`config.mk`:
```
export PLATFORM = sky130hd
export DESIGN_NAME = fetch_queue3
export DESIGN_NICKNAME = d
export VERILOG_FILES = /design/src/rtl/fq_pkg.sv /design/src/rtl/fq_slot.sv /design/src/rtl/fq_ctrl.sv /design/src/rtl/fetch_queue3.sv
export SDC_FILE = /design/constraint.sdc
export NUM_CORES = 1
export LEC_CHECK = 0
export ABC_AREA = 0
export BUFFER_PORTS_ARGS = -buffer_cell sky130_fd_sc_hd__buf_2
export CORE_MARGIN = 2
export CORE_UTILIZATION = 30
export DETAILED_ROUTE_END_ITERATION = 7
export SKIP_CTS_REPAIR_TIMING = 1
export SYNTH_ARGS = -nofsm -noshare
export SYNTH_HDL_FRONTEND = slang
export SYNTH_SLANG_ARGS = --single-unit
```
`constraint.sdc`:
```
create_clock -name clk -period 11.7 [get_ports clk]
set_input_delay 2.34 -clock clk [delete_from_list [all_inputs] [get_ports clk]]
set_output_delay 2.34 -clock clk [all_outputs]
set_load 0.02 [all_outputs]
```
`src/rtl/fq_pkg.sv`:
```
package fq_pkg;
  parameter int unsigned INSTR_W = 32;
  parameter int unsigned ADDR_W  = 32;

  typedef struct packed {
    logic [INSTR_W-1:0] instr;
    logic [ADDR_W-1:0]  addr;
  } fq_entry_t;
endpackage

```
`src/rtl/fq_slot.sv`:
```
module fq_slot
  import fq_pkg::*;
(
  input  logic      clk,
  input  logic      rst,
  input  logic      flush,
  input  logic      nxt_valid,
  input  fq_entry_t nxt_entry,
  output logic      valid_q,
  output fq_entry_t entry_q
);
  always_ff @(posedge clk) begin
    if (rst || flush) begin
      valid_q <= 1'b0;
    end else begin
      valid_q <= nxt_valid;
    end
  end

  always_ff @(posedge clk) begin
    if (nxt_valid) begin
      entry_q <= nxt_entry;
    end
  end

  // a flush leaves this slot empty
  a_r9_slot_cleared: assert property (@(posedge clk) disable iff (rst)
    flush |=> !valid_q);
endmodule

```
`src/rtl/fq_ctrl.sv`:
```
module fq_ctrl #(
  parameter int unsigned DEPTH = 3,
  localparam int unsigned CW = $clog2(DEPTH + 1)
) (
  input  logic             clk,
  input  logic             rst,
  input  logic [DEPTH-1:0] valid_vec,
  input  logic             fetch_valid,
  input  logic             dec_ready,
  input  logic             dec_taken,
  input  logic             flush,
  output logic             fetch_ready,
  output logic             accept,
  output logic             release_o,
  output logic [CW-1:0]    count,
  output logic [CW-1:0]    pop_cnt
);
  always_comb begin
    count = '0;
    for (int i = 0; i < int'(DEPTH); i++) begin
      count = count + CW'(valid_vec[i]);
    end
  end

  assign release_o   = valid_vec[0] & dec_ready;
  assign fetch_ready = !(valid_vec[DEPTH-1] && !dec_ready);
  assign accept      = fetch_valid & fetch_ready & ~flush;

  always_comb begin
    if (!release_o) begin
      pop_cnt = '0;
    end else if (dec_taken && count >= CW'(2)) begin
      pop_cnt = CW'(2);
    end else begin
      pop_cnt = CW'(1);
    end
  end

  // occupied slots are packed toward decode
  genvar g;
  generate
    for (g = 1; g < DEPTH; g++) begin : g_pack
      a_r2_packed: assert property (@(posedge clk) disable iff (rst)
        valid_vec[g] |-> valid_vec[g-1]);
    end
  endgenerate

  // a full queue never takes a fetch without freeing a slot
  a_r4_no_overflow: assert property (@(posedge clk) disable iff (rst)
    (accept && valid_vec[DEPTH-1]) |-> release_o);
endmodule

```
`src/rtl/fetch_queue3.sv`:
```
module fetch_queue3
  import fq_pkg::*;
#(
  parameter int unsigned PF_SLOTS = 2,
  localparam int unsigned DEPTH = PF_SLOTS + 1,
  localparam int unsigned CW = $clog2(DEPTH + 1)
) (
  input  logic               clk,
  input  logic               rst,
  input  logic               flush,
  input  logic               fetch_valid,
  output logic               fetch_ready,
  input  logic [INSTR_W-1:0] fetch_instr,
  input  logic [ADDR_W-1:0]  fetch_addr,
  output logic               dec_valid,
  input  logic               dec_ready,
  input  logic               dec_taken,
  output logic [INSTR_W-1:0] dec_instr,
  output logic [ADDR_W-1:0]  dec_addr
);
  // slot 0 is the decode slot, higher indices are younger prefetch slots
  logic [DEPTH-1:0] v_q;
  fq_entry_t        ent_q [DEPTH];
  logic [DEPTH-1:0] v_nxt;
  fq_entry_t        ent_nxt [DEPTH];
  logic             accept;
  logic             rel;
  logic [CW-1:0]    count;
  logic [CW-1:0]    pop_cnt;
  fq_entry_t        in_ent;

  assign in_ent.instr = fetch_instr;
  assign in_ent.addr  = fetch_addr;

  fq_ctrl #(.DEPTH(DEPTH)) ctrl_i (
    .clk         (clk),
    .rst         (rst),
    .valid_vec   (v_q),
    .fetch_valid (fetch_valid),
    .dec_ready   (dec_ready),
    .dec_taken   (dec_taken),
    .flush       (flush),
    .fetch_ready (fetch_ready),
    .accept      (accept),
    .release_o   (rel),
    .count       (count),
    .pop_cnt     (pop_cnt)
  );

  genvar k;
  generate
    for (k = 0; k < DEPTH; k++) begin : g_slot
      always_comb begin
        v_nxt[k]   = 1'b0;
        ent_nxt[k] = in_ent;
        for (int j = 0; j < int'(DEPTH); j++) begin
          if (j == k + int'(pop_cnt) && j < int'(count)) begin
            v_nxt[k]   = 1'b1;
            ent_nxt[k] = ent_q[j];
          end
        end
        if (accept && k == int'(count) - int'(pop_cnt)) begin
          v_nxt[k]   = 1'b1;
          ent_nxt[k] = in_ent;
        end
      end

      fq_slot slot_i (
        .clk       (clk),
        .rst       (rst),
        .flush     (flush),
        .nxt_valid (v_nxt[k]),
        .nxt_entry (ent_nxt[k]),
        .valid_q   (v_q[k]),
        .entry_q   (ent_q[k])
      );
    end
  endgenerate

  assign dec_valid = v_q[0];
  assign dec_instr = ent_q[0].instr;
  assign dec_addr  = ent_q[0].addr;

  // an empty queue hands the arriving word straight to decode
  a_r3_bypass: assert property (@(posedge clk) disable iff (rst)
    (count == '0 && accept) |=> dec_valid && dec_instr == $past(fetch_instr)
                                && dec_addr == $past(fetch_addr));

  // a stalled decode slot holds its contents
  a_r5_hold: assert property (@(posedge clk) disable iff (rst)
    (dec_valid && !dec_ready && !flush) |=> dec_valid && $stable(dec_instr)
                                            && $stable(dec_addr));

  // a flush leaves nothing presented
  a_r9_flush: assert property (@(posedge clk) disable iff (rst)
    flush |=> !dec_valid);

  generate
    if (PF_SLOTS >= 2) begin : g_branch_chk
      // a not-taken release promotes the entry behind decode
      a_r8_promote: assert property (@(posedge clk) disable iff (rst)
        (rel && !dec_taken && v_q[1] && !flush)
          |=> dec_valid && dec_instr == $past(ent_q[1].instr));
      // a taken release skips the entry behind decode
      a_r7_skip: assert property (@(posedge clk) disable iff (rst)
        (rel && dec_taken && v_q[2] && !flush)
          |=> dec_valid && dec_instr == $past(ent_q[2].instr));
    end
  endgenerate
endmodule

```
## After elaboration in Yosys (flattened, before gate mapping)

Index checks and enable logic that the tools add are counted.

| word-level totals | value |
|---|---|
| register bits | 195 |
| output and inout bits | 66 |
| word-level logic and storage cells | 83 |

| operators by class | value |
|---|---|
| $add $sub $neg | 5 |
| order comparisons | 4 |
| equal/unequal tests | 11 |
| multiplexer cells | 26 |
| bitwise gates (word level) | 4 |
| reductions and logical operators | 24 |

Operators with widths:

| operator | number |
|---|---|
| $mux W64 | 12 |
| $logic_not A32 Y1 | 4 |
| $eq A2 B32 Y1 const A | 2 |
| $logic_and A1 B1 Y1 | 14 |
| $mux W1 | 12 |
| $eq A2 B3 Y1 const A | 3 |
| $reduce_and A2 Y1 | 3 |
| $eq A2 B2 Y1 const A | 2 |
| $lt A1 B2 Y1 const A | 2 |
| $mux W2 | 2 |
| $ne A4 B1 Y1 const B | 1 |
| $add A1 B2 Y3 const A | 1 |
| $add A2 B2 Y3 const A | 1 |
| $and A1 B1 Y1 | 3 |
| $eq A3 B3 Y1 const A | 1 |
| $ne A3 B1 Y1 const B | 1 |
| $sub A2 B2 Y3 | 1 |
| $add A1 B1 Y2 | 1 |
| $add A2 B1 Y2 | 1 |
| $ge A2 B2 Y1 const B | 1 |
| $logic_not A1 Y1 | 2 |
| $lt A2 B2 Y1 const A | 1 |
| $ne A2 B1 Y1 const B | 1 |
| $logic_or A1 B1 Y1 | 1 |
| $not A1 Y1 | 1 |

## Depth between registers and ports, before layout

Gate-level depths: netlist of run 1.

| depth | value |
|---|---|
| depth after elaboration | 14 |
| mapped depth | 11 |
| depth with buffers taken out | 8 |

## Cells and area by module

Synthesis of run 1 repeated with hierarchy kept, for this count alone.

| unflattened totals | value |
|---|---|
| cells, all modules | 808 |
| area, all modules | 10,253.6 um2 |

By module, submodules not included:

| module | instances | cells each | area an instance (um2) |
|---|---|---|---|
| fq_slot | 3 | 66 | 1,954.4 |
| fetch_queue3 | 1 | 604 | 4,321.6 |
| fq_ctrl | 1 | 6 | 68.8 |

## Worst setup path before layout of run 1

OpenSTA, ideal clock, no wires.

| timing path | value |
|---|---|
| path type | input port to flip-flop |
| from | input port dec_ready |
| to | register g_slot[2].slot_i.entry_q[0] (netlist bit), enable pin |
| arrival | 9.514 ns |
| required time | 11.053 ns |
| setup slack | 1.539 ns |
| cell stages on the path | 5 |
| buffers on the path | 0 |
| cell sequence | nand2_1 a21oi_1 ha_1 fa_1 nor4_1 |

| between the ends | value |
|---|---|
| word-level cells in the longest chain between the ends | 10 |
| elaborated cells on any way between the ends | 23 |

Ends and longest elaborated chain:

| what | line | source |
|---|---|---|
| start, declared | fetch_queue3.sv:16 | `input logic dec_ready,` |
| $and A1 B1 Y1 | fq_ctrl.sv:25 | `assign release_o = valid_vec[0] & dec_ready;` |
| $mux W2 | fq_ctrl.sv:30 | `if (!release_o) begin` |
| $add A2 B2 Y3 | fetch_queue3.sv:57 | `if (j == k + int'(pop_cnt) && j < int'(count)) begin` |
| $logic_not A32 Y1 | fetch_queue3.sv:57 |  |
| $logic_and A1 B1 Y1 | fetch_queue3.sv:57 |  |
| $mux W1 (3 in series) | fetch_queue3.sv:57 |  |
| $mux W1 | fetch_queue3.sv:62 | `if (accept && k == int'(count) - int'(pop_cnt)) begin` |
| $reduce_and A2 Y1 (no source line) (*) | n/a |  |
| end signal, assigned | fq_slot.sv:22 | `entry_q <= nxt_entry;` |
| end, declared | fq_slot.sv:10 | `output fq_entry_t entry_q` |

Every way passes the cells marked *; elsewhere a longest branch is shown, timed or not.
A chain may end at the register's enable or synchronous reset.

==> summary.txt, run 1 <==
status - completed
Worst EP arrival - 5880 ps
nets - 656
vias per inst - 4.689
Cell variety after synth - 35
DP Wirelength - 10.21 mm
GRT Total Usage - 11.99%
DIE HEIGHT - 176.7 µm
vias in the first global route - 4862
H-tree depth - 4
area occupied by multi-input gates - 2185 µm²
crit path launch type - input port
hold endpoint - g_slot[1].slot_i.entry_q[2]$_DFFE_PP_
Clock Skew - 9.461 ps
CORE AREA - 29480 µm²
reg2reg path depth - 9
Sequential Area - 5826 µm²
CTS tree - built
Fin. Hold Viols - 0
WHS Path Cells - 1
WP data required - 11880 ps
yosys warns - 0
synthesized cell area - 8952 µm²
worst-skew pair later-pin latency - 430 ps
Bufs on Longest Clock Path - 2
clk root buf - clkbuf_16
Mapped Avg Cell Area - 15.25 µm²
antenna-violating nets left - 0
hold crit path type - register to register
RR Endpoint - g_slot[1].slot_i.entry_q[63]$_DFFE_PP_
die width - 176.7 µm
worst reg2reg startpoint - g_slot[0].slot_i.valid_q$_SDFF_PP0_
Setup Viol. Count Final - 0
Routed Wire Length - 18.29 mm
Max rail drop VDD - 0.07996 mV
CTS Buf Count - 17
row count - 63
post-layout minimum cycle time - 5702 ps
num ports - 136
critical-path maximum fanout - 33
Worst Hold Launch - g_slot[2].slot_i.entry_q[2]$_DFFE_PP_
first-pass GRT wire length - 28.38 mm
n_diodes - 0
drt pass-1 iters - 4
max-cap violations - 0
Post-Syn Nets - 660
Seq cells post-synth - 195
gr ovfl total - 0
Vias - 4619
Clock Sink Count - 195
Setup CP Type - input port to register
Max Clock Freq - 0.1754 GHz
Starting Density - 30.37%
total power density per cell area - 150.2 nW/µm²
Port Buf Inserts - 135
RSZ-0062 raised after global routing - no
final critical-path share of the clock period - 48.73%
Post-Syn Instances - 587
Setup TNS Final - 0 ps
Pleak - 0.003621 µW
worst-margin pin slew - 987.4 ps
share of cells above drive strength 1 - 39.33%
Inst Count DP - 954
R2R setup slack - 7260 ps
Die Area - 31240 µm²
non-filler cells, final - 985
fin. max-slew vios - 0
DR DRC count - 0
CTS clock-pin slew for the worst setup and hold paths - 70 ps
Avg WL per Cell - 18.56 µm
global placement routability congestion - 0.7448
FILL cells - 2889
largest net degree at the start of global routing - 68
register area share after synthesis - 65.07%
initial antenna violation count - 1
drt initial violations - 311
Crit. End Element - register
Rel. slew slack - 34.17%
Syn-to-layout area delta - 9.532%
-- stage by stage --
stage	area [µm²]	utilization, %	hold WS (ps)	setup slack, ps	total power [µW]
after floorplan	8952	-	518.2	1539	877.9
after global placement	9234	31.32	540.2	5592	896.1
after detailed placement	9234	31.32	547.6	5530	897.6
after CTS	9806	33.26	563.6	5999	1491
after global routing	9806	33.26	586.7	5781	1526
final	9806	33.26	561.8	5998	1473
-- cell usage in the layout (no fill, tap or decap), types with 2 or more instances in the layout --
master / n
nand2_4: 2
a21oi_1: 2
nand3b_1: 2
buf_4: 5
buf_2: 135
o22ai_1: 63
inv_1: 5
a2bb2oi_1: 63
nand2_1: 2
clkbuf_16: 17
edfxtp_1: 192
clkinv_1: 5
nand2b_1: 2
clkinvlp_4: 2
fa_1: 2
clkinv_2: 2
mux2_4: 59
dfxtp_1: 3
and2_1: 2
mux2_1: 4
a311oi_1: 2
bufinv_16: 3
-- cell type report --
type / count / share of cell area (%)
sequential: 195 / 59.41
clock inverter: 13 / 1.455
inverter: 6 / 0.2297
multi-input combinational: 223 / 22.28
tap: 390 / 4.976
clock buffer: 18 / 4.377
timing repair buffer: 140 / 7.273
-- worst max-delay path: stages --
cell	delay, ps
buf_2	140
nand2_1	170
a21oi_1	70
ha_1	230
fa_1	580
nand2b_1	80
or4_1	600
nand2b_4	580
buf_4	650
mux2_1	380
-- per-layer routing --
layer | vias to the layer above | share of wire (%) | track usage (%)
met4 | 0 | 1.4 | 4.236
met5 | - | 0 | 0
li1 | 2140 | - | -
met1 | 2369 | 45 | 15.35
met2 | 96 | 50 | 20.08
met3 | 14 | 3.4 | 2.534
-- power breakdown --
| group | internal, µW | switching [µW] | leakage [µW] |
|---|---|---|---|
| clock | 331 | 261 | 0.000273 |
| sequential | 786 | 4.25 | 0.00177 |
| combinational | 38.5 | 51.6 | 0.00157 |
| total | 1160 | 317 | 0.00362 |
-- kinds of logic after synthesis --
logic type | synth area share [%]
mux | 10.51
simple gates | 1.565
compound gates | 11.21
fa+ha+maj | 0.5870
flops | 65.07
buf+inv | 11.06
-- cell usage after synthesis --
cell | instances | share of area [%]
nand3b_1 | 2 | 0.17
nor4_1 | 1 | 0.070
o2bb2ai_1 | 1 | 0.098
or4_4 | 1 | 0.13
a21oi_1 | 2 | 0.11
mux2i_1 | 1 | 0.11
buf_1 | 5 | 0.21
fa_1 | 2 | 0.45
o22ai_1 | 63 | 4.4
clkbuf_1 | 86 | 3.6
nand2b_4 | 1 | 0.15
nand2b_1 | 2 | 0.14
a21o_1 | 1 | 0.084
mux2_1 | 4 | 0.50
o21ai_0 | 1 | 0.056
buf_12 | 7 | 1.6
and2_1 | 2 | 0.14
inv_2 | 1 | 0.042
buf_2 | 1 | 0.056
or3_1 | 2 | 0.14
nor2b_1 | 2 | 0.14
nor3_1 | 1 | 0.056
buf_4 | 64 | 5.4
nand3_1 | 2 | 0.11
and3_1 | 1 | 0.070
o32ai_1 | 1 | 0.098
a2bb2oi_1 | 63 | 6.2
nand2_1 | 4 | 0.17
ha_1 | 1 | 0.14
inv_1 | 5 | 0.21
a311oi_1 | 2 | 0.20
mux2_4 | 59 | 9.9
edfxtp_1 | 192 | 64
or4_1 | 1 | 0.084
dfxtp_1 | 3 | 0.67
-- registers in the layout (all words and copies together) (netlist names) --
register,cells
g_slot.slot_i.entry_q,192
g_slot.slot_i.valid_q,3
-- how the worst max path moves through the flow --
stage | start | depth (start not counted) | endpoint
CTS | dec_ready | 10 | g_slot[0].slot_i.entry_q[62]$_DFFE_PP_
detailed placement | dec_ready | 10 | g_slot[0].slot_i.entry_q[62]$_DFFE_PP_
global placement | dec_ready | 10 | g_slot[0].slot_i.entry_q[24]$_DFFE_PP_
finish | dec_ready | 10 | g_slot[1].slot_i.entry_q[63]$_DFFE_PP_
floorplan | dec_ready | 5 | g_slot[2].slot_i.entry_q[0]$_DFFE_PP_
global route | dec_ready | 10 | g_slot[0].slot_i.entry_q[62]$_DFFE_PP_
Note: power is estimated with default switching activity, not from simulation.
==> run 2, diff against run 1 <==
ABC_AREA = 1   (was 0)
clock period = 5.1 ns   (was 11.7 ns; I/O delays follow)
==> summary.txt, run 2 <==
nets - 1179
async set-reset flop share out of synthesis - 0%
register area share after synthesis - 58.77%
Syn-to-layout area delta - 9.845%
CTS tree - built
most frequent cells after synthesis - nand2_1, edfxtp_1, o21ai_0
Avg WL per Cell - 13.64 µm
ys flop type - edfxtp_1
Vias - 6751
fin. max-slew vios - 0
Bufs on Longest Clock Path - 2
gr ovfl total - 0
largest registers - g_slot.slot_i.entry_q x192, g_slot.slot_i.valid_q x3
Max Clock Freq - 0.2772 GHz
num ports - 136
crit path launch type - register
initial antenna violation count - 1
Fin. Hold Viols - 0
Seq cells post-synth - 195
CORE AREA - 32540 µm²
drt pass-1 iters - 5
Largest register FFs - 192
busiest metal layer after global routing - met2
Hold WS - 588.6 ps
Port Buf Inserts - 135
total power - 3494 µW
Die Area - 34510 µm²
status - completed
highest cell delay on the worst timing path - 660 ps
synth top area cells - edfxtp_1, nand2_1, o21ai_0, buf_4, inv_1
CTS Buf Count - 17
Post-Syn Instances - 1123
Setup TNS Final - 0 ps
Mapped Avg Cell Area - 8.827 µm²
antenna-violating nets left - 0
number of flops mapped to enable cells by yosys - 192
synthesized cell area - 9913 µm²
Buf+Inv Stages, Crit Path - 2
sequential power share - 52.4%
slowest CP cell - fa_1
Clock Skew - 11.20 ps
leading area contributor after synthesis - edfxtp_1
Post-Syn Nets - 1196
Setup CP Type - register to register
yosys warns - 0
critical-path maximum fanout - 60
global placement routability congestion - 0.7565
row count - 66
post-layout minimum cycle time - 3607 ps
worst-skew pair later-pin latency - 450 ps
RSZ-0062 raised after global routing - no
Starting Density - 30.47%
total power density per cell area - 320.8 nW/µm²
vias per inst - 4.322
most flop-heavy register - g_slot.slot_i.entry_q
final critical-path share of the clock period - 70.72%
global-route track usage on met2 - 22.88%
M1 GR Usage - 14.82%
Routed Wire Length - 21.30 mm
die width - 185.8 µm
most frequent cells in the layout - nand2_1, edfxtp_1, o21ai_0
Crit path top cell by count - fa_1
clock share of power - 38.7%
R2R setup slack - 1490 ps
vias in the first global route - 6402
H-tree depth - 4
most frequent cell after synthesis - nand2_1
Clock Sink Count - 195
Comb pwr share - 8.9%
Sw Share - 25.38%
Yosys top cell area share - 58.16%
critical path cell sequence - fa_1, inv_1, ha_1, fa_1, nand4_1, nand2_4, buf_4, o21ai_0
most common cell after layout, fill and taps aside - nand2_1
first-pass GRT wire length - 33.58 mm
hold crit path type - register to register
Cell variety after synth - 25
crit-path leading delay family - adder cells
DP Wirelength - 12.72 mm
GRT Total Usage - 12.82%
WP data required - 5290 ps
DIE HEIGHT - 185.8 µm
met3 Use GR - 3.483%
Crit. End Element - register
Pleak - 0.004646 µW
NetSw - 886.6 µW
clk root buf - clkbuf_16
DR DRC count - 0
CTS clock-pin slew for the worst setup and hold paths - 80 ps
Rel. slew slack - 33.23%
worst-margin pin slew - 1002 ps
share of cells above drive strength 1 - 16.71%
Setup Viol. Count Final - 0
Worst EP arrival - 3790 ps
max-cap violations - 0
P_int - 2607 µW
largest net degree at the start of global routing - 85
Max rail drop VDD - 0.2023 mV
drt initial violations - 474
run 2: power by group through the flow:
stage	registers, µW	logic [µW]	clock network [µW]
final	1830	311	1350
after floorplan	1860	249	0
after detailed placement	1870	318	0
after CTS	1830	317	1400
after global routing	1830	356	1450
after global placement	1870	309	0
run 2: worst paths after layout:
check,from,end,depth (start not counted)
worst min register to register,g_slot[2].slot_i.entry_q[62]$_DFFE_PP_,g_slot[1].slot_i.entry_q[62]$_DFFE_PP_,2
worst max-delay path,g_slot[0].slot_i.valid_q$_SDFF_PP0_,g_slot[1].slot_i.entry_q[31]$_DFFE_PP_,8
worst max register to register,g_slot[0].slot_i.valid_q$_SDFF_PP0_,g_slot[1].slot_i.entry_q[31]$_DFFE_PP_,8
worst min-delay path,g_slot[2].slot_i.entry_q[62]$_DFFE_PP_,g_slot[1].slot_i.entry_q[62]$_DFFE_PP_,2
run 2: stage by stage:
step	setup slack [ps]	std cells	util [%]	area (µm²)
4_1_cts	1465	1561	33.46	10890
6_report	1493	1562	33.47	10890
5_1_grt	1257	1561	33.46	10890
2_1_floorplan	517.9	1123	-	9913
3_5_place_dp	1174	1529	31.69	10310
3_3_place_gp	1259	1529	31.69	10310
run 2: cell families (layout without fill, tap and decap cells):
family / count (synthesis) / in the layout / share of synthesized area (%)
AO/OA/AOI/OAI: 193 / 193 / 9.744
buffers and inverters: 314 / 310 / 14.72
flip-flops: 195 / 195 / 58.77
other: 0 / 1 / 0
AND/OR/NAND/NOR: 418 / 418 / 16.24
adder cells (fa/ha/maj): 3 / 3 / 0.5301
run 2: metal layers:
layer / up-vias / routed length [µm]
met2: 138 / 10930
met4: 0 / 256
li1: 3457 / -
met1: 3139 / 9070
met3: 17 / 1047
met5: - / 0
run 2: worst reg2reg max path, delay by kind of cell (launching register included):
kind	cells	cell delay (ps)
adder cells (fa/ha/maj)	3	1460
flip-flops	1	360
AND/OR/NAND/NOR	2	890
buffers and inverters	2	510
AO/OA/AOI/OAI	1	130
run 2: layout make-up:
class                           instances  area (µm²)
Antenna cell                            1       2.502
Clock buffer                           17       425.4
Clock inverter                         15       150.1
Fill cell                            3384       21650
Inverter                              133       500.5
Multi-Input combinational cell        614        2669
Sequential cell                       195        5826
Tap cell                              442       553.0
Timing Repair Buffer                  145       763.2
